<file path="src/rtl/baud_pkg.sv">
// Package: shared constants for the baud clock generator.
// Assumes: prescaler ratios are odd powers of two, 2^(2k+1).
package baud_pkg;
    localparam int          PRE_STEPS   = 4;                 // number of prescaler ratios
    localparam int          PRE_SEL_W   = $clog2(PRE_STEPS); // width of the ratio select
    localparam int          PRE_W       = 2 * PRE_STEPS - 1; // prescaler counter width
    localparam int          SRC_W       = 3;                 // source select width
    localparam logic [2:0]  SRC_BYPASS  = 3'b100;            // external reference code
endpackage

</file>
<file path="src/rtl/baud_prescaler.sv">
// Module: baud_prescaler
// Counts system clocks and pulses pre_tick once per 2^(2*sel+1) cycles.
// Assumes: the active ratio is captured only when reload is high, which the
// divider asserts at the end of a full output period.
module baud_prescaler
    import baud_pkg::*;
(
    input  logic                 clk,
    input  logic                 rst_n,
    input  logic [PRE_SEL_W-1:0] sel_in,
    input  logic                 reload,
    output logic                 pre_tick
);
    logic [PRE_SEL_W-1:0] act_sel;
    logic [PRE_W-1:0]     pre_cnt;
    logic [PRE_W-1:0]     pre_last;

    // Terminal count of the active ratio.
    always_comb pre_last = PRE_W'((1 << (2 * int'(act_sel) + 1)) - 1);

    assign pre_tick = (pre_cnt == pre_last);

    // Capture the ratio at reset or at the end of an output period.
    always_ff @(posedge clk) begin
        if (!rst_n || reload) act_sel <= sel_in;
    end

    // Free-running count that wraps at the terminal value.
    always_ff @(posedge clk) begin
        if (!rst_n || pre_tick) pre_cnt <= '0;
        else                    pre_cnt <= pre_cnt + 1'b1;
    end

    AST_PRE_BOUND: assert property (@(posedge clk) disable iff (!rst_n)
        pre_cnt <= pre_last);
    AST_PRE_HOLD: assert property (@(posedge clk) disable iff (!rst_n)
        !reload |=> $stable(act_sel));
endmodule

</file>
<file path="src/rtl/baud_divider.sv">
// Module: baud_divider
// Counts prescaler pulses and flags the end of each group of D of them.
// Assumes: a divide value of 0 wraps through all 256 states.
module baud_divider #(
    parameter int DIV_W = 8
) (
    input  logic             clk,
    input  logic             rst_n,
    input  logic [DIV_W-1:0] div_in,
    input  logic             pre_tick,
    output logic             term
);
    logic [DIV_W-1:0] act_div;
    logic [DIV_W-1:0] div_cnt;
    logic [DIV_W-1:0] div_last;

    // 0 - 1 wraps to all ones, so 0 behaves as 2^DIV_W.
    always_comb div_last = act_div - 1'b1;

    assign term = pre_tick && (div_cnt == div_last);

    // Capture the divide value at reset or at the end of an output period.
    always_ff @(posedge clk) begin
        if (!rst_n || term) act_div <= div_in;
    end

    // Step once per prescaler pulse; clear at the terminal count.
    always_ff @(posedge clk) begin
        if (!rst_n || term) div_cnt <= '0;
        else if (pre_tick)  div_cnt <= div_cnt + 1'b1;
    end

    AST_DIV_BOUND: assert property (@(posedge clk) disable iff (!rst_n)
        (act_div != '0) |-> (div_cnt < act_div));
    AST_DIV_HOLD: assert property (@(posedge clk) disable iff (!rst_n)
        !term |=> $stable(act_div));
endmodule

</file>
<file path="src/rtl/baud_ext_sync.sv">
// Module: baud_ext_sync
// Brings an asynchronous reference clock into the system domain through two
// flops and gives a one-cycle pulse on each rising edge.
// Assumes: the reference is slower than half the system clock.
module baud_ext_sync (
    input  logic clk,
    input  logic rst_n,
    input  logic ext_in,
    output logic rise
);
    logic [2:0] sync_q;

    // Shift the reference through the synchroniser and the edge stage.
    always_ff @(posedge clk) begin
        if (!rst_n) sync_q <= '0;
        else        sync_q <= {sync_q[1:0], ext_in};
    end

    assign rise = sync_q[1] && !sync_q[2];

    AST_EXT_RISE_SINGLE: assert property (@(posedge clk) disable iff (!rst_n)
        rise |=> !rise);
endmodule

</file>
<file path="src/rtl/uart_baud_gen.sv">
// Module: uart_baud_gen (top)
// Chooses between the prescaler/divider chain and the synchronised external
// reference, and registers the chosen strobe onto baud_tick.
// Assumes: src_sel is quasi-static; the counter chain keeps running while
// bypassed so that a return to it needs no restart.
module uart_baud_gen
    import baud_pkg::*;
#(
    parameter int DIV_W = 8
) (
    input  logic                 clk,
    input  logic                 rst_n,
    input  logic [SRC_W-1:0]     src_sel,
    input  logic [PRE_SEL_W-1:0] pre_sel,
    input  logic [DIV_W-1:0]     div_val,
    input  logic                 ext_clk,
    output logic                 baud_tick
);
    logic pre_tick;
    logic gen_tick;
    logic ext_rise;
    logic bypass;

    assign bypass = (src_sel == SRC_BYPASS);

    baud_prescaler u_pre (
        .clk      (clk),
        .rst_n    (rst_n),
        .sel_in   (pre_sel),
        .reload   (gen_tick),
        .pre_tick (pre_tick)
    );

    baud_divider #(.DIV_W(DIV_W)) u_div (
        .clk      (clk),
        .rst_n    (rst_n),
        .div_in   (div_val),
        .pre_tick (pre_tick),
        .term     (gen_tick)
    );

    baud_ext_sync u_ext (
        .clk    (clk),
        .rst_n  (rst_n),
        .ext_in (ext_clk),
        .rise   (ext_rise)
    );

    // Register the selected strobe onto the output.
    always_ff @(posedge clk) begin
        if (!rst_n)      baud_tick <= 1'b0;
        else if (bypass) baud_tick <= ext_rise;
        else             baud_tick <= gen_tick;
    end

    AST_ONE_CYCLE_PULSE: assert property (@(posedge clk) disable iff (!rst_n)
        baud_tick |=> !baud_tick);
    AST_BYPASS_NO_GEN: assert property (@(posedge clk) disable iff (!rst_n)
        (bypass && !ext_rise) |=> !baud_tick);
    AST_CHAIN_NO_EXT: assert property (@(posedge clk) disable iff (!rst_n)
        (!bypass && !gen_tick) |=> !baud_tick);
endmodule

</file>
<file path="config.mk">
export PLATFORM = sky130hd
export DESIGN_NAME = uart_baud_gen
export DESIGN_NICKNAME = d
export VERILOG_FILES = /design/src/rtl/baud_pkg.sv /design/src/rtl/baud_prescaler.sv /design/src/rtl/baud_divider.sv /design/src/rtl/baud_ext_sync.sv /design/src/rtl/uart_baud_gen.sv
export SDC_FILE = /design/constraint.sdc
export NUM_CORES = 1
export LEC_CHECK = 0
export BUFFER_PORTS_ARGS = -buffer_cell sky130_fd_sc_hd__buf_2
export CAP_MARGIN = 20
export CORE_ASPECT_RATIO = 1.4
export CORE_MARGIN = 2
export CORE_UTILIZATION = 50
export CTS_CLUSTER_SIZE = 10
export DETAILED_ROUTE_END_ITERATION = 8
export PLACE_DENSITY_LB_ADDON = 0.3
export SYNTH_ARGS = -nofsm -noshare
export SYNTH_HDL_FRONTEND = slang
export SYNTH_SLANG_ARGS = --single-unit
</file>
<file path="constraint.sdc">
create_clock -name clk -period 3.5 [get_ports clk]
set_input_delay 0.525 -clock clk [delete_from_list [all_inputs] [get_ports clk]]
set_output_delay 0.525 -clock clk [all_outputs]
set_load 0.005 [all_outputs]
</file>
== Yosys cells after proc, flatten, opt, wreduce, memory -nomap -nowiden ==
Cells that the tools add are included.

* Bits in registers: 29
* Input port bits: 16
* Output and inout bits: 1
* Word-level logic and storage cells: 22

* Add/sub/neg operators: 5
* Equal/unequal tests: 3
* Shift operators: 1
* Mux-type cells: 1
* Reductions and logical operators: 6

{| class="wikitable"
|+ Operators by type and width
! cell !! number
|-
| << shifter 1 x 32 -> 7 bit (first input constant) || 1
|-
| adder 8 x 1 -> 8 bit (second input constant) || 1
|-
| == test 8 bit || 1
|-
| subtractor 8 x 1 -> 8 bit (second input constant) || 1
|-
| adder 7 x 1 -> 7 bit (second input constant) || 1
|-
| == test 7 bit || 1
|-
| subtractor 7 x 2 -> 7 bit (second input constant) || 1
|-
| adder 3 x 1 -> 4 bit (second input constant) || 1
|-
| == test 3 bit (second input constant) || 1
|-
| logical AND 1 bit || 2
|-
| zero test 1 bit || 2
|-
| logical OR 1 bit || 2
|-
| 2-to-1 mux 1 bit || 1
|}

== Logic depth before layout (Yosys ltp) ==
* Word-level depth: 6
* Mapped depth: 8
* Gate-level depth less buffers: 8

== Modules after synthesis ==
A second synthesis with hierarchy kept.

* Cell total of the unflattened synthesis: 146
* Area total of the unflattened synthesis: 1483.9 µm²

{| class="wikitable"
|+ By module, submodules not included
! module !! times used !! cells an instance !! area an instance (µm²) !! sequential area each (µm²)
|-
| baud_divider || 1 || 91 || 912.1 || 400.4
|-
| baud_prescaler || 1 || 43 || 429.2 || 200.2
|-
| baud_ext_sync || 1 || 7 || 92.6 || 60.1
|-
| uart_baud_gen || 1 || 5 || 50.0 || 20.0
|}

== Worst setup path before layout ==
No wires, ideal clock.

* Path kind: reg-to-reg
* From: register u_div.act_div[0]
* To: register u_div.act_div[0] (enable)
* Setup time: 391 ps
* Arrival time: 2362 ps
* Required time: 3109 ps
* Setup slack: 747 ps
* Stages on the path, launching flop included: 9
* Buffers on the path: 0
* Period minus slack after synthesis: 2753 ps
* Cells stage by stage: edfxtp_1 > inv_1 > ha_1 > xor2_1 > o21ai_0 > a21oi_1 > nor4_4 > nand2_1 > o21ai_0

* Cells in the longest elaborated chain, start to end: 4

{| class="wikitable"
|+ RTL lines
! item !! line !! RTL
|-
| start: declaration || baud_divider.sv:13 || <nowiki>logic [DIV_W-1:0] act_div;</nowiki>
|-
| start signal: assignment || baud_divider.sv:24 || <nowiki>if (!rst_n || term) act_div <= div_in;</nowiki>
|-
| subtractor 8 x 1 -> 8 bit || baud_divider.sv:18 || <nowiki>always_comb div_last = act_div - 1'b1;</nowiki>
|-
| == test 8 bit || baud_divider.sv:20 || <nowiki>assign term = pre_tick && (div_cnt == div_last);</nowiki>
|-
| logical AND 1 bit || baud_divider.sv:20 ||
|-
| logical OR 1 bit || baud_divider.sv:24 ||
|}

No other way between the ends.
A chain may end at the register's enable or synchronous reset.

== Final worst setup path ==
* From: register u_div.act_div[0]
* To: register u_div.act_div[3] (enable)

Same word-level chain as after synthesis.

==> flow_metrics.tcl <==
set metrics [dict create \
    status "finished, final reports clean" \
    die_w_um 49.3 \
    ant_nets 0 \
    yosys_warnings 0 \
    clock_latency_ns 0.28 \
    drt_wl_total_um 2530 \
    critical_path.endpoint_type "flip-flop" \
    vias 1076 \
    cts_resized 0 \
    port_buffers 16 \
    ys_ff_latch 29 \
    ys_top_cells_by_count "dfxtp_1 (19), nor2_1 (13), nand3_1 (11), edfxtp_1 (10), xor2_1 (10)" \
    numCtsBuffers 5 \
    highest_layer "met4" \
    cts_hold_buf 0 \
    synth_cell_type_count 38 \
    slew_headroom_pct 60.9 \
    dr.first_iter.drc_count 26 \
    nets 180 \
    synth_area_leaders "dfxtp_1 (26%), edfxtp_1 (21%), xor2_1 (6.1%), xnor2_1 (4.9%), nand3_1 (3.8%)" \
    drtPass1Iterations 4 \
    grt_max_degree 14 \
    syn2layout_area_growth_pct 15.0 \
    antenna_found_initial 0 \
    cpMostUsedCell "o21ai_0" \
    wl_met1_um 1030 \
    place_area_mm2 0.00156 \
    met3_wirelength_um 99 \
    dieArea_mm2 0.00332 \
    worstPathArrival_ns 2.44 \
    fp.coreArea_mm2 0.00279 \
    hpwl_um 1890 \
    clock_skew_ns 0.00530 \
    drive_above_1_share_pct 19.1 \
    n_antenna_cell 0 \
    grt_pass1_wl_um 4360 \
    postSynth.asyncResetShare_pct 0 \
    fillers 246 \
    cp.required_ns 3.48 \
    setup_viol 0 \
    slowest_stage "nor4_4" \
    synth_most_common_cell "dfxtp_1" \
    netlist_instances 140 \
    ir_drop_v 0.000281 \
    track_usage_pct 17.7 \
    hold_class "input port to flip-flop" \
    period_needed_ns 2.46 \
    worstMarginPinSlew_ns 0.585 \
    start_util_pct 51.5 \
    fmax_mhz 407 \
    stdcell_area_mm2 0.00165 \
    via_per_inst 5.41 \
    path_cells "inv_1 > ha_1 > xor2_1 > o21ai_0 > a21oi_1 > nor4_4 > nand2_1 > o21ai_0 > buf_4" \
    critPathLaunchType "flip-flop" \
    syn_area_per_cell_um2 10.3 \
    fin_setup_tns_ns 0 \
    critPathKind "flip-flop to flip-flop" \
    wl_met2_um 1310 \
    wl_per_cell_um 12.7 \
    fin_crit_sh_pct 70.2 \
    slowest_delay_ns 0.44 \
    syn-num-nets 159 \
    synth-edff-count 10 \
    drv_slew 0 \
    die_y_um 67.4 \
    cts_tree "yes" \
    io_pins 17 \
    cts.sinks 29 \
    drc 0 \
    final-instance-count-excl-fill 199 \
    rsz0062_at_grt "no" \
    h-tree-depth 2 \
    ys.flop_type "dfxtp_1" \
    cts_setup_buffers 0 \
    cts-root-buf "clkbuf_8" \
    power_density_mw_per_mm2 431 \
    grt_overflow 0 \
    ys_seq_area_share_pct 47.4 \
    synth_top_cell_by_area "dfxtp_1" \
    cap_violations 0 \
    row_count 23 \
    netlist.area_leader.share_pct 26.5 \
    hold_viol_final 0 \
    gp_congestion 0.740 \
    p_leak_nw 0.696 \
    cts_buffer_depth 2 \
    worst-path-max-fanout 10 \
    post-route-util_pct 59.2 \
    place_inst 191 \
    cts.reportedPaths.clkPinSlew_ns 0.06 \
    syn_area_mm2 0.00144 \
    grt_pass1_vias 1078 \
]
==> cells by family (layout without fill, tap and decap cells) <==
group | count (synthesis) | count (layout) | share of synthesized area [%]
simple gates | 55 | 55 | 22.6
mux | 1 | 1 | 0.697
fa+ha+maj | 3 | 3 | 2.61
buf+inv | 9 | 31 | 2.44
flops | 29 | 29 | 47.4
compound gates | 25 | 25 | 13.2
xor+xnor | 18 | 18 | 11.0
==> area by class of cell <==
type / count / area (µm²) / share of cell area [%]
Multi-Input combinational cell: 102 / 721 / 43.6
Clock buffer: 8 / 90.1 / 5.45
Timing Repair Buffer: 18 / 95.1 / 5.76
Tap cell: 37 / 46.3 / 2.80
Inverter: 5 / 18.8 / 1.14
Sequential cell: 29 / 681 / 41.2
==> per-layer routing <==
metal  vias to the layer above  track usage (%)
met5                         -                0
met4                         0             12.1
met3                        10             5.31
met2                        21             32.8
met1                       497             16.6
li1                        548                -
==> power breakdown <==
group / leakage [nW] / total [mW] / switching (mW) / internal [mW]
sequential: 0.252 / 0.381 / 0.0170 / 0.364
clock: 0.0455 / 0.276 / 0.116 / 0.160
combinational: 0.398 / 0.0558 / 0.0285 / 0.0273
total: 0.696 / 0.712 / 0.161 / 0.551
==> worst paths after layout <==
path                    start                to  slack (ns)  cells after the start
max          u_div.act_div[0]  u_div.act_div[3]        1.04                      9
min                pre_sel[0]  u_pre.act_sel[0]        0.42                      1
max reg2reg  u_div.act_div[0]  u_div.act_div[3]        1.04                      9
min reg2reg   u_ext.sync_q[0]   u_ext.sync_q[1]        0.43                      1
==> worst max-delay path, delay by kind of cell (launching register included) <==
family                     cells  cell delay [ns]
xor gates and xnor gates       1             0.15
and+or+nand+nor                2             0.65
adders and majority gates      1             0.26
buffers and inverters          2             0.28
DFF                            1             0.40
AOI/OAI and AO/OA              3             0.42
==> sequential cells by signal (all words and copies together) (netlist names) <==
signal         flops
u_pre.act_sel      2
u_pre.pre_cnt      7
u_div.act_div      8
u_div.div_cnt      8
baud_tick          1
u_ext.sync_q       3
==> layout by cell type (no fill, tap or decap), types with 5 or more instances in the layout <==
| master | n |
|---|---|
| dfxtp_1 | 19 |
| buf_2 | 16 |
| nor2_1 | 13 |
| nand3_1 | 11 |
| xor2_1 | 10 |
| edfxtp_1 | 10 |
| nand2_1 | 8 |
| xnor2_1 | 8 |
| clkbuf_8 | 6 |
| inv_1 | 5 |
| a21oi_1 | 5 |
==> through the flow <==
stage	setup WS, ns	total power, mW	hold slack [ns]
finish	1.04	0.712	0.417
global route	0.802	0.744	0.404
CTS	1.02	0.723	0.406
detailed placement	1.03	0.444	0.417
global placement	1.11	0.442	0.415
floorplan	0.747	0.424	0.412
Note: power is estimated with default switching activity, not from simulation.
